**src/rtl/ibr_pkg.sv**
```systemverilog
package ibr_pkg;
  localparam int HOST_DW = 32;
  localparam int TADDR_W = 16;
  localparam int GO_B    = 31;
  localparam int RNW_B   = 30;
  localparam int INC_B   = 29;
  localparam int DEC_B   = 28;

  typedef enum logic [2:0] {
    ACC_NONE,
    ACC_CMD,
    ACC_DATA,
    ACC_STAT,
    ACC_WIN
  } acc_e;

  function automatic logic [TADDR_W-1:0] step_addr(input logic [TADDR_W-1:0] a,
                                                   input logic inc, input logic dec);
    if (inc)      step_addr = a + 1'b1;
    else if (dec) step_addr = a - 1'b1;
    else          step_addr = a;
  endfunction
endpackage

```
**src/rtl/ibr_decode.sv**
```systemverilog
module ibr_decode
  import ibr_pkg::*;
#(
  parameter int              HOST_AW  = 8,
  parameter logic [15:0]     WIN_BASE = 16'h0400
) (
  input  logic [HOST_AW-1:0] addr_i,
  output acc_e               kind_o,
  output logic [TADDR_W-1:0] win_addr_o
);
  localparam int OFF_W = HOST_AW - 1;

  logic [OFF_W-1:0] off;
  assign off        = addr_i[OFF_W-1:0];
  assign win_addr_o = WIN_BASE + TADDR_W'(off);

  always_comb begin
    if (addr_i[HOST_AW-1])             kind_o = ACC_WIN;
    else if (off == OFF_W'(0))         kind_o = ACC_CMD;
    else if (off == OFF_W'(1))         kind_o = ACC_DATA;
    else if (off == OFF_W'(2))         kind_o = ACC_STAT;
    else                               kind_o = ACC_NONE;
  end
endmodule

```
**src/rtl/ibr_regs.sv**
```systemverilog
module ibr_regs
  import ibr_pkg::*;
(
  input  logic               clk_i,
  input  logic               rst_ni,
  input  acc_e               kind_i,
  input  logic [TADDR_W-1:0] win_addr_i,
  input  logic               wr_i,
  input  logic               rd_i,
  input  logic [HOST_DW-1:0] wdata_i,
  input  logic               busy_i,
  input  logic               rd_done_i,
  input  logic [HOST_DW-1:0] rd_data_i,
  output logic               start_o,
  output logic               start_we_o,
  output logic [TADDR_W-1:0] start_addr_o,
  output logic [HOST_DW-1:0] start_wdata_o,
  output logic               rnw_o,
  output logic               inc_o,
  output logic               dec_o,
  output logic [TADDR_W-1:0] addr_o,
  output logic [HOST_DW-1:0] data_o,
  output logic               err_o
);
  logic               rnw_q, inc_q, dec_q, err_q;
  logic [TADDR_W-1:0] addr_q;
  logic [HOST_DW-1:0] data_q;
  logic wr_cmd, wr_data, wr_win, wr_stat, rd_data;
  logic blocked, auto_on, cmd_go, data_go, rd_go, win_go;
  logic [TADDR_W-1:0] next_addr;

  assign wr_cmd  = wr_i && (kind_i == ACC_CMD);
  assign wr_data = wr_i && (kind_i == ACC_DATA);
  assign wr_win  = wr_i && (kind_i == ACC_WIN);
  assign wr_stat = wr_i && (kind_i == ACC_STAT);
  assign rd_data = rd_i && !wr_i && (kind_i == ACC_DATA);

  assign blocked   = busy_i && (wr_cmd || wr_data || wr_win);
  assign auto_on   = inc_q || dec_q;
  assign next_addr = step_addr(addr_q, inc_q, dec_q);

  assign cmd_go  = wr_cmd  && !busy_i && wdata_i[GO_B];
  assign data_go = wr_data && !busy_i && auto_on && !rnw_q;
  assign rd_go   = rd_data && !busy_i && auto_on && rnw_q;
  assign win_go  = wr_win  && !busy_i;

  assign start_o = cmd_go || data_go || rd_go || win_go;

  always_comb begin
    start_we_o    = 1'b0;
    start_addr_o  = next_addr;
    start_wdata_o = wdata_i;
    if (cmd_go) begin
      start_we_o    = !wdata_i[RNW_B];
      start_addr_o  = wdata_i[TADDR_W-1:0];
      start_wdata_o = data_q;
    end else if (win_go) begin
      start_we_o   = 1'b1;
      start_addr_o = win_addr_i;
    end else if (data_go) begin
      start_we_o = 1'b1;
    end
  end

  always_ff @(posedge clk_i or negedge rst_ni) begin
    if (!rst_ni) begin
      rnw_q  <= 1'b0;
      inc_q  <= 1'b0;
      dec_q  <= 1'b0;
      addr_q <= '0;
    end else if (wr_cmd && !busy_i) begin
      rnw_q  <= wdata_i[RNW_B];
      inc_q  <= wdata_i[INC_B];
      dec_q  <= wdata_i[DEC_B];
      addr_q <= wdata_i[TADDR_W-1:0];
    end else if (data_go || rd_go) begin
      addr_q <= next_addr;
    end
  end

  always_ff @(posedge clk_i or negedge rst_ni) begin
    if (!rst_ni)                              data_q <= '0;
    else if (rd_done_i)                       data_q <= rd_data_i;
    else if ((wr_data || wr_win) && !busy_i)  data_q <= wdata_i;
  end

  // set has priority over clear
  always_ff @(posedge clk_i or negedge rst_ni) begin
    if (!rst_ni)                     err_q <= 1'b0;
    else if (blocked)                err_q <= 1'b1;
    else if (wr_stat && wdata_i[0])  err_q <= 1'b0;
  end

  assign rnw_o  = rnw_q;
  assign inc_o  = inc_q;
  assign dec_o  = dec_q;
  assign addr_o = addr_q;
  assign data_o = data_q;
  assign err_o  = err_q;

  p_drop_flags_r10: assert property (@(posedge clk_i) disable iff (!rst_ni)
    blocked |=> err_q);
  p_drop_keeps_cmd_r10: assert property (@(posedge clk_i) disable iff (!rst_ni)
    (busy_i && wr_cmd) |=> $stable(addr_q) && $stable(rnw_q));
  p_err_sticky_r10: assert property (@(posedge clk_i) disable iff (!rst_ni)
    (err_q && !wr_stat) |=> err_q);
  p_stream_step_r6: assert property (@(posedge clk_i) disable iff (!rst_ni)
    rd_go |=> (addr_q == step_addr($past(addr_q), $past(inc_q), $past(dec_q))));
endmodule

```
**src/rtl/ibr_seq.sv**
```systemverilog
module ibr_seq
  import ibr_pkg::*;
(
  input  logic               clk_i,
  input  logic               rst_ni,
  input  logic               start_i,
  input  logic               start_we_i,
  input  logic [TADDR_W-1:0] start_addr_i,
  input  logic [HOST_DW-1:0] start_wdata_i,
  input  logic               iack_i,
  input  logic [HOST_DW-1:0] irdata_i,
  output logic               busy_o,
  output logic               ireq_o,
  output logic               iwe_o,
  output logic [TADDR_W-1:0] iaddr_o,
  output logic [HOST_DW-1:0] iwdata_o,
  output logic               rd_done_o,
  output logic [HOST_DW-1:0] rd_data_o
);
  logic               busy_q, we_q;
  logic [TADDR_W-1:0] addr_q;
  logic [HOST_DW-1:0] wdata_q;
  logic               done;

  assign done = busy_q && iack_i;

  // request and busy are one flop: busy clears the cycle after ack
  always_ff @(posedge clk_i or negedge rst_ni) begin
    if (!rst_ni)      busy_q <= 1'b0;
    else if (start_i) busy_q <= 1'b1;
    else if (done)    busy_q <= 1'b0;
  end

  always_ff @(posedge clk_i or negedge rst_ni) begin
    if (!rst_ni) begin
      we_q    <= 1'b0;
      addr_q  <= '0;
      wdata_q <= '0;
    end else if (start_i) begin
      we_q    <= start_we_i;
      addr_q  <= start_addr_i;
      wdata_q <= start_wdata_i;
    end
  end

  assign busy_o    = busy_q;
  assign ireq_o    = busy_q;
  assign iwe_o     = we_q;
  assign iaddr_o   = addr_q;
  assign iwdata_o  = wdata_q;
  assign rd_done_o = done && !we_q;
  assign rd_data_o = irdata_i;

  p_req_hold_r2: assert property (@(posedge clk_i) disable iff (!rst_ni)
    (busy_q && !iack_i) |=> busy_q && $stable(addr_q) && $stable(we_q));
  p_start_busy_r3: assert property (@(posedge clk_i) disable iff (!rst_ni)
    start_i |=> busy_q);
  p_ack_clears_r3: assert property (@(posedge clk_i) disable iff (!rst_ni)
    done |=> !busy_q);
  p_no_start_busy_r10: assert property (@(posedge clk_i) disable iff (!rst_ni)
    busy_q |-> !start_i);
endmodule

```
**src/rtl/ind_reg_bridge.sv**
```systemverilog
module ind_reg_bridge
  import ibr_pkg::*;
#(
  parameter int          HOST_AW  = 8,
  parameter logic [15:0] WIN_BASE = 16'h0400
) (
  input  logic               clk_i,
  input  logic               rst_ni,
  input  logic [HOST_AW-1:0] host_addr_i,
  input  logic               host_wr_i,
  input  logic               host_rd_i,
  input  logic [HOST_DW-1:0] host_wdata_i,
  output logic [HOST_DW-1:0] host_rdata_o,
  output logic               ireq_o,
  output logic               iwe_o,
  output logic [TADDR_W-1:0] iaddr_o,
  output logic [HOST_DW-1:0] iwdata_o,
  input  logic               iack_i,
  input  logic [HOST_DW-1:0] irdata_i
);
  localparam int RSV_W = INC_B - TADDR_W - 1;

  acc_e               kind;
  logic [TADDR_W-1:0] win_addr, start_addr, cmd_addr;
  logic [HOST_DW-1:0] start_wdata, data_q, rd_data;
  logic start, start_we, busy, rd_done, rnw, inc, dec, err;

  ibr_decode #(.HOST_AW(HOST_AW), .WIN_BASE(WIN_BASE)) u_decode (
    .addr_i     (host_addr_i),
    .kind_o     (kind),
    .win_addr_o (win_addr)
  );

  ibr_regs u_regs (
    .clk_i         (clk_i),
    .rst_ni        (rst_ni),
    .kind_i        (kind),
    .win_addr_i    (win_addr),
    .wr_i          (host_wr_i),
    .rd_i          (host_rd_i),
    .wdata_i       (host_wdata_i),
    .busy_i        (busy),
    .rd_done_i     (rd_done),
    .rd_data_i     (rd_data),
    .start_o       (start),
    .start_we_o    (start_we),
    .start_addr_o  (start_addr),
    .start_wdata_o (start_wdata),
    .rnw_o         (rnw),
    .inc_o         (inc),
    .dec_o         (dec),
    .addr_o        (cmd_addr),
    .data_o        (data_q),
    .err_o         (err)
  );

  ibr_seq u_seq (
    .clk_i         (clk_i),
    .rst_ni        (rst_ni),
    .start_i       (start),
    .start_we_i    (start_we),
    .start_addr_i  (start_addr),
    .start_wdata_i (start_wdata),
    .iack_i        (iack_i),
    .irdata_i      (irdata_i),
    .busy_o        (busy),
    .ireq_o        (ireq_o),
    .iwe_o         (iwe_o),
    .iaddr_o       (iaddr_o),
    .iwdata_o      (iwdata_o),
    .rd_done_o     (rd_done),
    .rd_data_o     (rd_data)
  );

  always_comb begin
    unique case (kind)
      ACC_CMD:  host_rdata_o = {busy, rnw, inc, dec, {RSV_W{1'b0}}, cmd_addr};
      ACC_DATA: host_rdata_o = data_q;
      ACC_STAT: host_rdata_o = {{(HOST_DW-1){1'b0}}, err};
      default:  host_rdata_o = '0;
    endcase
  end

  p_busy_is_req_r3: assert property (@(posedge clk_i) disable iff (!rst_ni)
    (kind == ACC_CMD) |-> (host_rdata_o[GO_B] == ireq_o));
endmodule

```
**config.mk**
```make
export PLATFORM = sky130hd
export DESIGN_NAME = ind_reg_bridge
export DESIGN_NICKNAME = d
export VERILOG_FILES = /design/src/rtl/ibr_pkg.sv /design/src/rtl/ibr_decode.sv /design/src/rtl/ibr_regs.sv /design/src/rtl/ibr_seq.sv /design/src/rtl/ind_reg_bridge.sv
export SDC_FILE = /design/constraint.sdc
export NUM_CORES = 1
export LEC_CHECK = 0
export ABC_AREA = 1
export ABC_CLOCK_PERIOD_IN_PS = 2200
export BUFFER_PORTS_ARGS = -buffer_cell sky130_fd_sc_hd__buf_2
export CAP_MARGIN = 40
export CORE_MARGIN = 5
export CORE_UTILIZATION = 54
export DETAILED_ROUTE_END_ITERATION = 7
export PLACE_DENSITY_LB_ADDON = 0.2
export SYNTH_ARGS = -nofsm -noshare
export SYNTH_HDL_FRONTEND = slang
export SYNTH_SLANG_ARGS = --single-unit
```
**constraint.sdc**
```tcl
create_clock -name clk_i -period 2.2 [get_ports clk_i]
set_clock_uncertainty 0.15 [all_clocks]
set_input_delay 0 -clock clk_i [delete_from_list [all_inputs] [get_ports clk_i]]
set_output_delay 0 -clock clk_i [all_outputs]
set_load 0.02 [all_outputs]
```
==> results of run 1 <==
-- sequential cells by signal (all words and copies together) (netlist names) --
| signal | flops |
|---|---|
| u_regs.data_o | 32 |
| u_seq.iwdata_o | 32 |
| u_regs.addr_o | 16 |
| u_seq.iaddr_o | 16 |
| u_regs.dec_o | 1 |
| u_regs.err_o | 1 |
| u_regs.inc_o | 1 |
| u_regs.rnw_o | 1 |
| u_seq.busy_o | 1 |
| u_seq.iwe_o | 1 |
-- worst min-delay path, cell delays in order --
cell and delay, ns:
dlygate4sd3_1 0.52, buf_4 0.19, buf_12 0.24
-- final timing paths --
check | start | slack, ns | cells after the start | endpoint
worst max-delay path | u_seq.busy_o | 0.15 | 6 | u_regs.data_o[1]
worst min register to register | u_seq.iwdata_o[28] | 0.32 | 2 | u_seq.iwdata_o[28]
worst min-delay path | rst_ni | 0.06 | 3 | u_regs.data_o[3]
min in group clk_i | host_rd_i | 0.09 | 7 | u_regs.addr_o[1]
max in group asynchronous | rst_ni | 1.61 | 3 | u_seq.iaddr_o[10]
worst max register to register | u_seq.busy_o | 0.15 | 6 | u_regs.data_o[1]
-- per-layer routing --
layer  global-route usage  part of all wire
met5                    0                 0
met4                0.146             0.049
met3               0.0579             0.077
met2                0.513              0.48
met1                0.388              0.40
-- cells by family after synthesis --
group,count (synthesis),synth area share
adder cells (fa/ha/maj),2,0.00418
XOR/XNOR,1,0.00146
AND/OR/NAND/NOR,465,0.321
buffers and inverters,150,0.102
flip-flops,102,0.426
AO/OA/AOI/OAI,149,0.145
-- power by group --
part	internal, W	switching, W	leakage (nW)
clock	0.000421	0.000664	0.0849
sequential	0.00220	0.000161	1.28
combinational	0.000514	0.000896	3.08
-- repair_timing --
item | 4_1_cts | 5_1_grt
endpoints found under the hold margin | 202 | 0
resized for setup | 0 | 3
endpoints found under the setup margin | 0 | 8
setup buffers | 0 | 0
hold buffers | 79 | 0
-- metrics by stage --
step | power (W) | instance area (um^2) | instances | utilization | setup slack [ns]
floorplan | 0.00314 | 5990 | 869 | - | 0.418
global placement | 0.00363 | 6990 | 1146 | 0.645 | 0.252
detailed placement | 0.00366 | 6990 | 1146 | 0.645 | 0.211
CTS | 0.00485 | 7960 | 1241 | 0.734 | 0.0667
global route | 0.00514 | 7980 | 1241 | 0.736 | 0.0222
finish | 0.00486 | 7980 | 1241 | 0.736 | 0.153
-- final cells by class --
class / instances / area (um^2)
sequential: 102 / 2550
inverter: 103 / 387
timing repair buffer: 263 / 1850
multi-input combinational: 617 / 2850
clock buffer: 12 / 135
clock inverter: 4 / 31.3
fill: 877 / 2860
tap: 140 / 175
-- cell usage after synthesis, types with 2 or more instances --
cell / count
o22ai_1: 18
nand3_4: 2
inv_1: 97
a21oi_1: 3
buf_4: 3
nand4_1: 10
nand3_2: 2
o211ai_1: 32
nor2_1: 40
inv_2: 5
nor2_2: 2
nand3_1: 66
nand2_1: 338
o21ai_0: 90
nor2_4: 2
ha_1: 2
dfrtp_1: 102
clkbuf_1: 19
buf_2: 23
==> flow_summary_export.csv, run 1 <==
group,metric,value,unit
status,outcome,"finished, final reports clean",
timing,period_minus_slack,2.05,ns
grt,grt_usage,0.308,
clock_tree,clock_latency,0.37,ns
timing,finalMaxSlewViolations,0,
synthesis,synth.distinct_cells,32,
setup_path,crit_family,"buffers and inverters",
route,drt_iter0_markers,468,
synthesis,ys_seq_area_frac,0.426,
route,dr.pass1.iters,5,
synthesis,ys_ff_latch,102,
clock_tree,cts_buffers,9,
floorplan,die_y,115,um
route,wirelength,20200,um
timing,hold_violations,0,
synthesis,syn_area,0.00599,mm^2
clock_tree,clockRootBuffer,"clkbuf_8",
synthesis,yosys.area.top_type_share,0.426,
final_layout,layout_common_cells,"338 x nand2_1, 157 x buf_2, 102 x dfrtp_1",
timing,relSlewSlack,0.682,
synthesis,yosys.area.top_type,"dfrtp_1",
clock_tree,cts_tree,"yes",
setup_path,end_kind,"register",
route,vias_per_cell,5.48,
clock_tree,cts_htree_levels,3,
final_layout,final_layout_size_suffix_gt1_frac,0.196,
worst_hold_path,min_path_type,"primary input to asynchronous set/reset pin",
grt,grt_pass1_vias,6558,
setup_path,arrival,2.19,ns
setup_path,path_buf_inv,2,
setup_path,crit_path_max_incr_delay,0.56,ns
grt,antenna_found_initial,0,
final_layout,layout_commonest_cell,"nand2_1",
route,vias,6801,
placed_design,port_buffers,158,
floorplan,row_count,38,
setup_path,path_class,"register to register",
floorplan,start_util,0.552,
timing,tns,0,ns
grt,grt_pass1_wl,32400,um
setup_path,critPathLaunchType,"register",
setup_path,crit_fanout,10,
route,ant_nets,0,
synthesis,async_flop_share,1.00,
synthesis,synth_edf_count,0,
timing,setup_viol,0,
timing,finalHoldWorstSlack,0.0606,ns
floorplan,ios,159,
setup_path,required,2.35,ns
job,drv_cap,0,
final_layout,antenna_cells,0,
clock_tree,cts_sinks,102,
grt,grt_max_degree,64,
route,drc,0,
placed_design,dp_hpwl,13700,um
power,leakage,4.44,nW
synthesis,synth.top_cells.by_area,"dfrtp_1 43%, nand2_1 21%, o21ai_0 7.5%",
synthesis,synth_cells,869,
final_layout,syn2layout_area_growth,33.3,%
clock_tree,clkTransAtPathRegs,0.10,ns
power,power_density,609,mW/mm^2
grt,grt_overflow_total,0,
timing,tightest_slew,0.471,ns
timing,rsz0062_at_grt,"no",
setup_path,path_cells,"inv_1, nand3_2, nand3_4, o211ai_1, dlygate4sd3_1, o21ai_0",
synthesis,ys_warn_count,0,
floorplan,core_area,0.0108,mm^2
synthesis,avgSynthCellArea,6.89,um^2
timing,clock.fmax,489,MHz
final_layout,nNetsFinal,1175,
timing,min_period_over_period,0.930,
power,ir_drop,0.000391,V
floorplan,die_w,115,um
setup_path,crit_slowest_cell,"dlygate4sd3_1",
synthesis,syn-num-nets,948,
synthesis,synth-main-ff-cell,"dfrtp_1",
route,routedWlPerCell,16.2,um
placed_design,gp_congestion,0.933,
clock_tree,clock_path_buffers,2,
floorplan,dieArea,0.0133,mm^2
Power figures use the tool's default switching activity.
==> run 2: changes to the inputs <==
--- a/config.mk
+++ b/config.mk
@@ -10,7 +10,8 @@
 export BUFFER_PORTS_ARGS = -buffer_cell sky130_fd_sc_hd__buf_2
 export CAP_MARGIN = 40
-export CORE_MARGIN = 5
+export CORE_MARGIN = 2
 export CORE_UTILIZATION = 54
 export DETAILED_ROUTE_END_ITERATION = 7
+export GPL_ROUTABILITY_DRIVEN = 0
 export PLACE_DENSITY_LB_ADDON = 0.2
 export SYNTH_ARGS = -nofsm -noshare
--- a/constraint.sdc
+++ b/constraint.sdc
@@ -3,3 +3,3 @@
 set_input_delay 0 -clock clk_i [delete_from_list [all_inputs] [get_ports clk_i]]
 set_output_delay 0 -clock clk_i [all_outputs]
-set_load 0.02 [all_outputs]
+set_load 0.05 [all_outputs]
==> flow_summary_export.csv, run 2 (synthesized netlist as in run 1, its figures left out) <==
group,metric,value,unit
final_layout,antenna_cells,0,
setup_path,required,2.33,ns
timing,relSlewSlack,0.574,
grt,grt_pass1_wl,30400,um
route,drt_iter0_markers,541,
grt,grt_max_degree,75,
final_layout,layout_commonest_cell,"nand2_1",
final_layout,layout_common_cells,"338 x nand2_1, 157 x buf_2, 101 x dfrtp_1",
grt,grt_pass1_vias,6244,
power,p_int,0.00312,W
grt,top_usage_layer,"met2",
floorplan,die_w,109,um
power,ir_drop,0.000392,V
setup_path,worst-r2r-setup-slack,0.17,ns
route,drc,0,
job,drv_cap,0,
clock_tree,clkTransAtPathRegs,0.11,ns
final_layout,syn2layout_area_growth,31.6,%
timing,clock.fmax,492,MHz
final_layout,nNetsFinal,1168,
timing,min_period_over_period,0.924,
timing,tns,0,ns
setup_path,arrival,2.16,ns
floorplan,row_count,38,
final_layout,final_layout_size_suffix_gt1_frac,0.197,
worst_hold_path,min_path_type,"primary input to asynchronous set/reset pin",
route,wirelength,19300,um
grt,grt_usage,0.333,
grt,met1_usage,0.425,
placed_design,port_buffers,158,
floorplan,core_area,0.0108,mm^2
setup_path,crit_fanout,5,
grt,met2_usage,0.562,
power,combinationalPowerShare,0.332,
final_layout,utilization,0.727,
timing,setup_viol,0,
power,power_density,664,mW/mm^2
floorplan,start_util,0.552,
route,dr.pass1.iters,5,
grt,grt_overflow_total,0,
clock_tree,cts_tree,"yes",
setup_path,reg2reg_to,"u_regs.err_o",
clock_tree,clockRootBuffer,"clkbuf_8",
timing,hold_violations,0,
status,outcome,"finished, final reports clean",
setup_path,end_kind,"register",
setup_path,r2r_start,"u_seq.busy_o",
power,p_sw,0.00212,W
timing,period_minus_slack,2.03,ns
setup_path,path_class,"register to register",
power,switching_share,0.404,
clock_tree,cts_setup_buffers,0,
floorplan,ios,159,
power,leakage,4.41,nW
floorplan,die_y,109,um
route,vias_per_cell,5.47,
clock_tree,cts_sinks,102,
route,ant_nets,0,
power,seq_power_share,0.451,
clock_tree,clock_latency,0.39,ns
timing,finalMaxSlewViolations,0,
setup_path,critPathLaunchType,"register",
setup_path,worstRegToRegCells,4,
route,vias,6751,
grt,grt_use_met3,0.0522,
timing,tightest_slew,0.639,ns
clock_tree,clock_path_buffers,2,
clock_tree,cts_buffers,9,
timing,finalHoldWorstSlack,0.0134,ns
power,clock_power_share,0.217,
clock_tree,cts_htree_levels,3,
grt,antenna_found_initial,0,
route,routedWlPerCell,15.7,um
placed_design,dp_hpwl,13300,um
floorplan,dieArea,0.0119,mm^2
-- run 2: layout make-up --
class                      instances  area (um^2)
tap                              140          175
clock buffer                       9          124
inverter                         103          387
multi-input combinational        617         2840
sequential                       102         2550
clock inverter                     7         52.6
fill                             908         2960
timing repair buffer             256         1750
-- run 2: power by group through the flow --
| stage | Sequential, W | Combinational, W | Clock, W |
|---|---|---|---|
| after global routing | 0.00239 | 0.00189 | 0.00121 |
| final | 0.00236 | 0.00174 | 0.00114 |
| after global placement | 0.00239 | 0.00158 | 0 |
| after detailed placement | 0.00239 | 0.00161 | 0 |
| after CTS | 0.00236 | 0.00171 | 0.00115 |
| after floorplan | 0.00291 | 0.000584 | 0 |
-- run 2: worst max path at each step --
stage	from	to	slack (ns)	cells past startpoint
6_report	u_seq.busy_o	u_regs.err_o	0.17	4
5_1_grt	u_regs.addr_o[0]	u_seq.iaddr_o[12]	-0.005	13
4_1_cts	u_regs.addr_o[0]	u_seq.iaddr_o[12]	0.18	13
3_5_place_dp	u_regs.addr_o[0]	u_seq.iaddr_o[12]	0.20	13
3_3_place_gp	u_seq.busy_o	u_seq.iwdata_o[4]	0.25	6
2_1_floorplan	u_seq.busy_o	u_regs.data_o[10]	0.23	7
-- run 2: worst max-delay path: stages, from the launching register on --
cell and delay [ns]:
dfrtp_1 0.46, o311ai_0 0.12, dlygate4sd3_1 0.59, nand2_1 0.05, dlygate4sd3_1 0.57
-- run 2: stage by stage --
stage / worst slack (ns) / power (W) / cells / area (um^2)
global route: -0.00520 / 0.00549 / 1234 / 7880
global placement: 0.253 / 0.00397 / 1144 / 6950
floorplan: 0.228 / 0.00349 / 869 / 5990
CTS: 0.183 / 0.00522 / 1234 / 7870
detailed placement: 0.202 / 0.00400 / 1144 / 6950
finish: 0.167 / 0.00523 / 1234 / 7880
-- run 2: metal layers --
layer / vias up / wire length, um
met1: 3107 / 7720
met3: 55 / 1580
met4: 0 / 689
met5: - / 0
met2: 371 / 9360
li1: 3218 / -
-- run 2: timing repair --
action                                  in CTS  in global routing
hold buffers                                74                  0
endpoints found under the setup margin       0                  3
hold endpoints to repair                   193                  0
gates resized for setup                      0                  2
==> run 3: changes to the inputs <==
- CORE_ASPECT_RATIO: default -> 0.7
- CORE_UTILIZATION: 54 -> 55
- CTS_BUF_LIST: default -> sky130_fd_sc_hd__clkbuf_4 sky130_fd_sc_hd__clkbuf_8
- RECOVER_POWER: default -> 100
==> flow_summary_export.csv, run 3 (synthesized netlist as in run 1, its figures left out) <==
group,metric,value,unit
floorplan,die_y,91.3,um
clock_tree,cts_tree,"yes",
timing,period_minus_slack,2.12,ns
clock_tree,cts_buffers,9,
worst_hold_path,min_path_type,"primary input to register",
route,dr.pass1.iters,5,
timing,tns,0,ns
route,vias,6884,
setup_path,required,2.05,ns
timing,finalMaxSlewViolations,0,
grt,antenna_found_initial,0,
floorplan,core_area,0.0105,mm^2
power,power_density,691,mW/mm^2
clock_tree,cts_sinks,102,
setup_path,crit_fanout,18,
power,leakage,4.18,nW
route,vias_per_cell,5.60,
grt,grt_max_degree,65,
final_layout,layout_common_cells,"339 x nand2_1, 102 x dfrtp_1, 97 x inv_1",
timing,relSlewSlack,0.526,
final_layout,final_layout_size_suffix_gt1_frac,0.132,
floorplan,dieArea,0.0117,mm^2
setup_path,path_class,"primary input to output pin",
setup_path,end_kind,"output pin",
setup_path,crit_slowest_cell,"dlygate4sd3_1",
timing,hold_violations,0,
route,drt_iter0_markers,749,
final_layout,syn2layout_area_growth,31.0,%
placed_design,placed_area,0.00697,mm^2
setup_path,crit_family,"buffers and inverters",
timing,rsz0062_at_grt,"yes",
final_layout,fin_area,0.00784,mm^2
placed_design,dp_hpwl,12800,um
status,outcome,"finished, final reports clean",
setup_path,cpMostUsedCell,"buf_4",
clock_tree,clock_latency,0.38,ns
setup_path,arrival,1.97,ns
clock_tree,clockRootBuffer,"clkbuf_8",
route,ant_nets,0,
floorplan,die_w,129,um
route,routedWlPerCell,16.0,um
setup_path,critPathLaunchType,"primary input",
setup_path,path_cells,"dlygate4sd3_1, buf_2, inv_1, nand2_1, nor2_2, clkinv_1, buf_4, o22ai_1, buf_4",
timing,tightest_slew,0.711,ns
job,drv_cap,0,
floorplan,start_util,0.572,
route,drc,0,
clock_tree,clock_path_buffers,2,
floorplan,row_count,31,
setup_path,crit_path_max_incr_delay,0.53,ns
grt,grt_usage,0.345,
timing,clock.fmax,471,MHz
power,ir_drop,0.000438,V
grt,grt_pass1_vias,6524,
setup_path,path_buf_inv,6,
clock_tree,clkTransAtPathRegs,0.11,ns
timing,setup_viol,0,
placed_design,port_buffers,158,
grt,grt_pass1_wl,32200,um
final_layout,antenna_cells,0,
final_layout,layout_commonest_cell,"nand2_1",
final_layout,nNetsFinal,1171,
route,wirelength,19700,um
clock_tree,cts_setup_buffers,0,
grt,grt_overflow_total,0,
timing,min_period_over_period,0.965,
clock_tree,cts_htree_levels,3,
floorplan,ios,159,
[run 3: changes by cell type in the layout (fill, tap and decap cells not counted), moves of 2 or more]
cell,previous run,this run
dlygate4sd3_1,74,78
buf_2,157,83
clkinv_2,2,0
clkinv_4,0,3
nand3_2,3,1
bufinv_16,0,2
buf_4,22,13
clkbuf_1,0,66
clkbuf_4,0,2
clkbuf_2,0,15
inv_6,4,1
[run 3: power by group]
group          leakage (nW)  internal, W  total, W  switching, W
clock network         0.114     0.000664   0.00137      0.000701
registers              1.28      0.00220   0.00236      0.000160
logic                  2.79     0.000443   0.00169       0.00125
[run 3: final timing paths]
kind	from	endpoint	slack, ns	cells past startpoint
hold / removal	host_wr_i	u_regs.addr_o[1]	0.03	7
setup / recovery	host_addr_i[0]	host_rdata_o[2]	0.08	9
hold reg to reg	u_seq.iwdata_o[4]	u_seq.iwdata_o[4]	0.33	2
min in group asynchronous	rst_ni	u_regs.addr_o[13]	0.82	4
max in group asynchronous	rst_ni	u_regs.data_o[0]	0.53	4
setup reg to reg	u_regs.inc_o	u_seq.iaddr_o[14]	0.13	10
[run 3: metal layers]
layer / part of all wire / vias to the layer above / GRT usage
li1: - / 3243 / -
met1: 0.42 / 3139 / 0.483
met2: 0.45 / 436 / 0.539
met3: 0.095 / 66 / 0.0595
met4: 0.031 / 0 / 0.130
met5: 0 / - / 0
[run 3: cell type report]
type / instances / area, um^2
Inverter: 103 / 387
Fill cell: 847 / 2630
Clock buffer: 10 / 131
Timing Repair Buffer: 259 / 1680
Tap cell: 132 / 165
Sequential cell: 102 / 2550
Clock inverter: 6 / 95.1
Multi-Input combinational cell: 617 / 2840
[run 3: tightest hold or removal path, delay by kind of cell]
family / cells / cell delay [ns]
buf+inv: 2 / 0.23
simple gates: 5 / 0.31
[run 3: timing repair]
action                                 CTS  global route
endpoints found under the hold margin  204             0
gates resized for setup                  0             8
hold buffers                            79             0
setup endpoints to repair                0            10
[run 3: through the flow]
step / cells / worst slack (ns) / hold WS (ns) / util / power (W)
finish: 1229 / 0.0763 / 0.0252 / 0.749 / 0.00542
floorplan: 869 / 0.228 / -0.446 / - / 0.00349
global route: 1229 / -0.00317 / 0.0855 / 0.749 / 0.00569
detailed placement: 1134 / 0.148 / -0.197 / 0.665 / 0.00401
global placement: 1134 / 0.228 / -0.201 / 0.665 / 0.00399
CTS: 1229 / 0.0354 / 0.0296 / 0.763 / 0.00548
